File: src/rtl/tmr_pkg.sv
package tmr_pkg;
  // Control word layout; bit positions are decoded by the channel logic.
  typedef struct packed {
    logic [2:0] clr_code;   // 7:5
    logic [1:0] edge_sel;   // 4:3
    logic [2:0] src_sel;    // 2:0
  } tmr_ctrl_t;

  localparam int unsigned CTRL_W = $bits(tmr_ctrl_t);

  // Low two bits of the clear code.
  localparam logic [1:0] CLR_NONE = 2'b00;
  localparam logic [1:0] CLR_LO   = 2'b01;  // register A or C
  localparam logic [1:0] CLR_HI   = 2'b10;  // register B or D
  localparam logic [1:0] CLR_SYNC = 2'b11;
endpackage

File: src/rtl/tmr_prescale.sv
module tmr_prescale #(
  parameter int unsigned NTAPS = 4,
  localparam int unsigned DIV_W = 2 * (NTAPS - 1)
) (
  input  logic             clk,
  input  logic             rst_n,
  output logic [NTAPS-1:0] tick
);
  logic [DIV_W-1:0] div_q, div_d;

  always_comb div_d = div_q + 1'b1;

  always_ff @(posedge clk or negedge rst_n) begin
    if (!rst_n) div_q <= '0;
    else        div_q <= div_d;
  end

  // Tap i ticks once every 4**i clocks.
  for (genvar i = 0; i < NTAPS; i++) begin : g_tap
    if (i == 0) begin : g_one
      assign tick[i] = 1'b1;
    end else begin : g_div
      assign tick[i] = &div_q[2*i-1:0];
    end
  end
endmodule

File: src/rtl/tmr_extsync.sv
module tmr_extsync #(
  parameter int unsigned NPINS = 4
) (
  input  logic             clk,
  input  logic             rst_n,
  input  logic [NPINS-1:0] pin,
  output logic [NPINS-1:0] rise,
  output logic [NPINS-1:0] fall
);
  for (genvar p = 0; p < NPINS; p++) begin : g_pin
    logic s1_q, s2_q, s3_q;

    always_ff @(posedge clk or negedge rst_n) begin
      if (!rst_n) begin
        s1_q <= 1'b0;
        s2_q <= 1'b0;
        s3_q <= 1'b0;
      end else begin
        s1_q <= pin[p];
        s2_q <= s1_q;
        s3_q <= s2_q;
      end
    end

    assign rise[p] = s2_q & ~s3_q;
    assign fall[p] = ~s2_q & s3_q;

    // a synchronized level cannot produce both edges at once
    p_single_edge_r9: assert property (@(posedge clk) disable iff (!rst_n)
      !(rise[p] && fall[p]));
  end
endmodule

File: src/rtl/tmr_clrsel.sv
module tmr_clrsel
  import tmr_pkg::*;
#(
  parameter int unsigned NEVT = 4
) (
  input  logic            clk,
  input  logic            rst_n,
  input  logic [2:0]      code,
  input  logic [NEVT-1:0] evt,
  input  logic            buf_c,
  input  logic            buf_d,
  input  logic            sync_in,
  input  logic            sync_en,
  output logic            clr,
  output logic            clr_local
);
  logic       upper;
  logic [1:0] lo;
  logic       hit_lo, hit_hi;

  always_comb begin
    upper     = code[2];
    lo        = code[1:0];
    hit_lo    = upper ? (evt[2] & ~buf_c) : evt[0];
    hit_hi    = upper ? (evt[3] & ~buf_d) : evt[1];
    clr_local = 1'b0;
    clr       = 1'b0;
    unique case (lo)
      CLR_NONE: clr = 1'b0;
      CLR_LO:   begin clr_local = hit_lo; clr = hit_lo; end
      CLR_HI:   begin clr_local = hit_hi; clr = hit_hi; end
      CLR_SYNC: clr = sync_in & sync_en;
      default:  clr = 1'b0;
    endcase
  end

  // a buffered register never clears the counter
  p_buf_c_blocks_r4: assert property (@(posedge clk) disable iff (!rst_n)
    (code == 3'b101 && buf_c) |-> !clr);
  p_buf_d_blocks_r4: assert property (@(posedge clk) disable iff (!rst_n)
    (code == 3'b110 && buf_d) |-> !clr);
  // cross-channel clear needs the sync enable
  p_sync_gate_r5: assert property (@(posedge clk) disable iff (!rst_n)
    (!sync_en && !clr_local) |-> !clr);
  // disabled codes never clear
  p_disabled_r2: assert property (@(posedge clk) disable iff (!rst_n)
    (code[1:0] == 2'b00) |-> !clr);
endmodule

File: src/rtl/tmr_counter.sv
module tmr_counter #(
  parameter int unsigned W = 16
) (
  input  logic         clk,
  input  logic         rst_n,
  input  logic         clr,
  input  logic         load,
  input  logic [W-1:0] load_val,
  input  logic         inc,
  output logic [W-1:0] cnt
);
  logic [W-1:0] cnt_q, cnt_d;
  logic         cnt_en;

  always_comb begin
    cnt_en = clr | load | inc;
    if (clr)       cnt_d = '0;
    else if (load) cnt_d = load_val;
    else           cnt_d = cnt_q + 1'b1;
  end

  always_ff @(posedge clk or negedge rst_n) begin
    if (!rst_n)      cnt_q <= '0;
    else if (cnt_en) cnt_q <= cnt_d;
  end

  assign cnt = cnt_q;

  // clear outranks load and increment
  p_clear_first_r11: assert property (@(posedge clk) disable iff (!rst_n)
    clr |=> cnt_q == '0);
  // load outranks increment
  p_load_over_inc_r11: assert property (@(posedge clk) disable iff (!rst_n)
    (!clr && load) |=> cnt_q == $past(load_val));
  // wrap to zero
  p_wrap_r10: assert property (@(posedge clk) disable iff (!rst_n)
    (!clr && !load && inc && cnt_q == '1) |=> cnt_q == '0);
  // at most one count per clock, and none without a tick
  p_step_one_r9: assert property (@(posedge clk) disable iff (!rst_n)
    (!clr && !load) |=> cnt_q == $past(cnt_q) + W'($past(inc)));
endmodule

File: src/rtl/tmr_channel.sv
module tmr_channel
  import tmr_pkg::*;
#(
  parameter int unsigned CNT_W = 16,
  parameter int unsigned NPINS = 4,
  parameter int unsigned NTAPS = 4
) (
  input  logic             clk,
  input  logic             rst_n,
  input  logic             bus_wr,
  input  logic             bus_addr,
  input  logic [CNT_W-1:0] bus_wdata,
  output logic [CNT_W-1:0] bus_rdata,
  input  logic             sync_en,
  input  logic             buf_mode_c,
  input  logic             buf_mode_d,
  input  logic [NPINS-1:0] ext_clk,
  input  logic [3:0]       evt,
  input  logic             sync_clr_in,
  output logic             sync_clr_out
);
  localparam int unsigned PAD_W = CNT_W - CTRL_W;

  tmr_ctrl_t        ctrl_q, ctrl_d;
  logic             ctrl_en;
  logic [NTAPS-1:0] tick;
  logic [NPINS-1:0] rise, fall;
  logic             clr, clr_local;
  logic             inc;
  logic [CNT_W-1:0] cnt;
  logic             sclr_q, sclr_d;
  logic [1:0]       pin_idx;
  logic             pin_hit;

  // Control register: clock-enabled on a write to address 0.
  always_comb begin
    ctrl_en = bus_wr & ~bus_addr;
    ctrl_d  = tmr_ctrl_t'(bus_wdata[CTRL_W-1:0]);
  end

  always_ff @(posedge clk or negedge rst_n) begin
    if (!rst_n)       ctrl_q <= '0;
    else if (ctrl_en) ctrl_q <= ctrl_d;
  end

  tmr_prescale #(.NTAPS(NTAPS)) u_pre (
    .clk(clk), .rst_n(rst_n), .tick(tick));

  tmr_extsync #(.NPINS(NPINS)) u_sync (
    .clk(clk), .rst_n(rst_n), .pin(ext_clk), .rise(rise), .fall(fall));

  tmr_clrsel #(.NEVT(4)) u_clr (
    .clk(clk), .rst_n(rst_n), .code(ctrl_q.clr_code), .evt(evt),
    .buf_c(buf_mode_c), .buf_d(buf_mode_d), .sync_in(sync_clr_in),
    .sync_en(sync_en), .clr(clr), .clr_local(clr_local));

  // Count-source mux: internal taps ignore the edge field.
  always_comb begin
    pin_idx = ctrl_q.src_sel[1:0];
    if (ctrl_q.edge_sel[1])      pin_hit = rise[pin_idx] | fall[pin_idx];
    else if (ctrl_q.edge_sel[0]) pin_hit = fall[pin_idx];
    else                         pin_hit = rise[pin_idx];
    inc = ctrl_q.src_sel[2] ? pin_hit : tick[pin_idx];
  end

  tmr_counter #(.W(CNT_W)) u_cnt (
    .clk(clk), .rst_n(rst_n), .clr(clr), .load(bus_wr & bus_addr),
    .load_val(bus_wdata), .inc(inc), .cnt(cnt));

  always_comb sclr_d = clr_local;

  always_ff @(posedge clk or negedge rst_n) begin
    if (!rst_n) sclr_q <= 1'b0;
    else        sclr_q <= sclr_d;
  end

  assign sync_clr_out = sclr_q;
  assign bus_rdata    = bus_addr ? cnt : {{PAD_W{1'b0}}, ctrl_q};

  // the broadcast pulse accompanies a freshly cleared counter
  p_pulse_zero_r6: assert property (@(posedge clk) disable iff (!rst_n)
    sync_clr_out |-> cnt == '0);
  // the broadcast never echoes an incoming sync clear
  p_no_echo_r6: assert property (@(posedge clk) disable iff (!rst_n)
    (ctrl_q.clr_code[1:0] == CLR_SYNC) |=> !sync_clr_out);
  // control word holds when not written
  p_ctrl_hold_r1: assert property (@(posedge clk) disable iff (!rst_n)
    !ctrl_en |=> $stable(ctrl_q));
endmodule

File: config.mk
export PLATFORM = sky130hd
export DESIGN_NAME = tmr_channel
export DESIGN_NICKNAME = d
export VERILOG_FILES = /design/src/rtl/tmr_pkg.sv /design/src/rtl/tmr_prescale.sv /design/src/rtl/tmr_extsync.sv /design/src/rtl/tmr_clrsel.sv /design/src/rtl/tmr_counter.sv /design/src/rtl/tmr_channel.sv
export SDC_FILE = /design/constraint.sdc
export NUM_CORES = 1
export LEC_CHECK = 0
export CAP_MARGIN = 30
export CORE_UTILIZATION = 56
export CTS_BUF_LIST = sky130_fd_sc_hd__clkbuf_4
export DETAILED_ROUTE_END_ITERATION = 10
export PLACE_DENSITY = 0.9
export SETUP_SLACK_MARGIN = 0.1
export SLEW_MARGIN = 15
export SYNTH_ARGS = -nofsm -noshare
export SYNTH_HDL_FRONTEND = slang
export SYNTH_SLANG_ARGS = --single-unit
File: constraint.sdc
create_clock -name clk -period 3.7 [get_ports clk]
set_input_delay 0.74 -clock clk [delete_from_list [all_inputs] [get_ports clk]]
set_output_delay 0.74 -clock clk [all_outputs]
set_load 0.01 [all_outputs]
==> flow_metrics.tcl <==
set metrics [dict create \
    clock-sinks 43 \
    outcome "completed" \
    yosysWarnings 0 \
    cp.required_ns 2.96 \
    maxSlewViolCount 0 \
    timing.fmax_mhz 331.1 \
    clock_tree.root_cell "clkbuf_4" \
    slowest_stage "clkdlybuf4s50_1" \
    cts_max_path_buffers 2 \
    design.die.area_um2 4305 \
    drive_gt1_share_pct 13.03 \
    crit_type "primary input to output pin" \
    rsz0062_at_grt "false" \
    hold_buffers 0 \
    timing.hold.ws_ns 0.2798 \
    grt.overflow.total 0 \
    drt_iter0_markers 85 \
    cp-startpoint "bus_addr" \
    power.share.clock_pct 23.3 \
    final_antenna_net_count 0 \
    num_rows 22 \
    clkLatencyLatePin_ns 0.37 \
    use_met2_pct 38.53 \
    async_flop_share_pct 100.0 \
    final_common_cell "clkdlybuf4s50_1" \
    synth-edff-count 0 \
    crit_family "buffers and inverters" \
    hold_violations 0 \
    maxCapViolCount 0 \
    met1_usage_pct 31.85 \
    ctsResizeCount 0 \
    synth_ff_type "dfrtp_1" \
    end_kind "output pin" \
    grt_pass1_vias 1661 \
    nets 298 \
    grt_max_degree 44 \
    gp_congestion 0.7819 \
    grt_pass1_wl_um 7700 \
    antenna_cells 0 \
    synth_seq_area_share_pct 47.49 \
    cp_slowest_stage_delay_ns 0.48 \
    critical_path_depth 4 \
    htreeDepth 2 \
    dp_hpwl_um 3285 \
    die_w_um 65.61 \
    ys_seq_elements 43 \
    arrival_ns 2.28 \
    hold_path_class "primary input to asynchronous set/reset pin" \
    antenna_found_initial 0 \
    r2r_start "u_pre.div_q[0]$_DFF_PN0_" \
    clock_skew_ns 0.003140 \
    r2r_end "u_cnt.cnt[5]$_DFFE_PN0P_" \
    cts_tree "yes" \
    ios 49 \
    core-area_um2 3771 \
    power_density_nw_per_um2 461.8 \
    grt_usage_pct 24.22 \
    setup_tns_ns 0 \
    syn-num-nets 250 \
    synthDistinctLibCells 44 \
    synth_cells 212 \
    critPathMaxFanout 22 \
    crit_path_frequent_cell "clkdlybuf4s50_1" \
    sw_frac_of_total_pct 32.60 \
    area_growth_pct 26.12 \
    syn_area_um2 2266 \
    ff2ff_path_depth 7 \
    avgSynthCellArea_um2 10.69 \
    crit_path_cell_trace "clkdlybuf4s50_1 -> buf_4 -> mux2_2 -> clkdlybuf4s50_1" \
    via_per_inst 5.731 \
    portBuffers 48 \
    crit_path_end "bus_rdata[7]" \
    r2r_slack_ns 1.04 \
    seqPwrFrac_pct 47.4 \
    p_switching_mw 0.4303 \
    route.detailed.drc 0 \
    mostFrequentLayoutCells "47 x clkdlybuf4s50_1, 43 x dfrtp_1, 21 x o21ai_0" \
    clk_pin_slew_ns 0.13 \
    finalWirelength_um 4762 \
    setup_viol 0 \
    pwr-share-comb_pct 29.2 \
    p_int_mw 0.8895 \
    grt-busiest-layer "met2" \
    worstMarginPinSlew_ns 0.6431 \
    path_buf_inv 3 \
    post-route-period-util_pct 81.62 \
    irDropWorstVdd_v 0.0003611 \
    initial_utilization_pct 60.09 \
    die_y_um 65.61 \
    grt_util_met3_pct 5.382 \
    firstDrtPassIters 4 \
    numCtsBuffers 5 \
    route.vias.total 1771 \
    fin_crit_ns 3.020 \
    post_cts_buffers 0 \
    start_kind "primary input" \
    maxSlewHeadroom_pct 56.99 \
    post_drt_wl_per_cell_um 15.41 \
    leakagePower_nw 1.178 \
]
==> flip-flops by register name (all words and copies together) (netlist names) <==
| signal | count |
|---|---|
| u_sync.g_pin.s3_q | 4 |
| sync_clr_out | 1 |
| u_cnt.cnt | 16 |
| u_sync.g_pin.s2_q | 4 |
| ctrl_q | 8 |
| u_sync.g_pin.s1_q | 4 |
| u_pre.div_q | 6 |
==> per-layer routing <==
| layer | wire length, um | vias up |
|---|---|---|
| met5 | 0 | - |
| met4 | 74 | 0 |
| met3 | 232 | 7 |
| met2 | 2337 | 50 |
| met1 | 2117 | 847 |
| li1 | - | 867 |
==> cell type report <==
class | count | area (um^2)
repair buffers | 51 | 510.5
clock buffers | 5 | 37.54
clock inverters | 3 | 47.55
inverters | 8 | 30.03
fillers | 269 | 913.4
multi-input cells | 151 | 1096
flip-flops and latches | 43 | 1076
well taps | 48 | 60.06
==> how the worst min path moves through the flow <==
| stage | cells past startpoint | endpoint | slack [ns] |
|---|---|---|---|
| after detailed placement | 0 | u_sync.g_pin[0].s2_q$_DFF_PN0_ | 0.33 |
| final | 1 | u_sync.g_pin[1].s2_q$_DFF_PN0_ | 0.28 |
| after global routing | 1 | u_sync.g_pin[1].s2_q$_DFF_PN0_ | 0.27 |
| after floorplan | 0 | u_sync.g_pin[0].s2_q$_DFF_PN0_ | 0.33 |
| after global placement | 0 | u_sync.g_pin[0].s2_q$_DFF_PN0_ | 0.33 |
| after CTS | 0 | u_sync.g_pin[0].s2_q$_DFF_PN0_ | 0.37 |
==> metrics by stage <==
stage | worst slack, ns | util [%] | power (mW) | std cells | area, um^2
finish | 0.6801 | 75.78 | 1.320 | 309 | 2858
global route | 0.6149 | 75.78 | 1.395 | 309 | 2858
CTS | 0.6802 | 75.25 | 1.320 | 308 | 2838
detailed placement | 0.6807 | 72.99 | 1.012 | 300 | 2753
global placement | 0.6870 | 72.99 | 0.9958 | 300 | 2753
floorplan | 1.579 | - | 0.8556 | 212 | 2266
==> power groups by stage <==
stage	Combinational [mW]	Sequential [mW]	Clock, mW
6_report	0.386	0.626	0.308
5_1_grt	0.426	0.636	0.333
4_1_cts	0.384	0.623	0.313
3_5_place_dp	0.380	0.632	0
3_3_place_gp	0.370	0.626	0
2_1_floorplan	0.253	0.602	0
==> logic make-up (layout without fill, tap and decap cells) <==
logic type / after synthesis / after routing / share of synthesized area, %
AOI/OAI and AO/OA: 45 / 45 / 12.15
xor gates and xnor gates: 14 / 14 / 5.411
adders and majority gates: 6 / 6 / 3.313
buffers and inverters: 18 / 67 / 4.141
DFF: 43 / 43 / 47.49
muxes: 14 / 14 / 6.902
and+or+nand+nor: 72 / 72 / 20.60
==> cell usage after synthesis, types with 2 or more instances <==
library cell,instances,area share (%)
mux2_2,13,6.5
and4bb_2,2,1.1
ha_1,6,3.3
inv_1,8,1.3
nand4_1,6,1.7
and3_1,4,1.1
nand3_1,13,2.9
xor2_1,10,3.9
nand3b_1,2,0.66
o31ai_1,4,1.3
nand2_1,12,2.0
dfrtp_1,43,47
a21oi_1,8,1.8
and2_1,9,2.5
a31oi_1,5,1.4
o21ai_0,21,4.6
clkbuf_1,6,0.99
nor3_1,3,0.66
nor2_1,4,0.66
or4_1,4,1.3
xnor2_1,4,1.5
buf_6,3,1.5
Note: power is estimated with default switching activity, not from simulation.
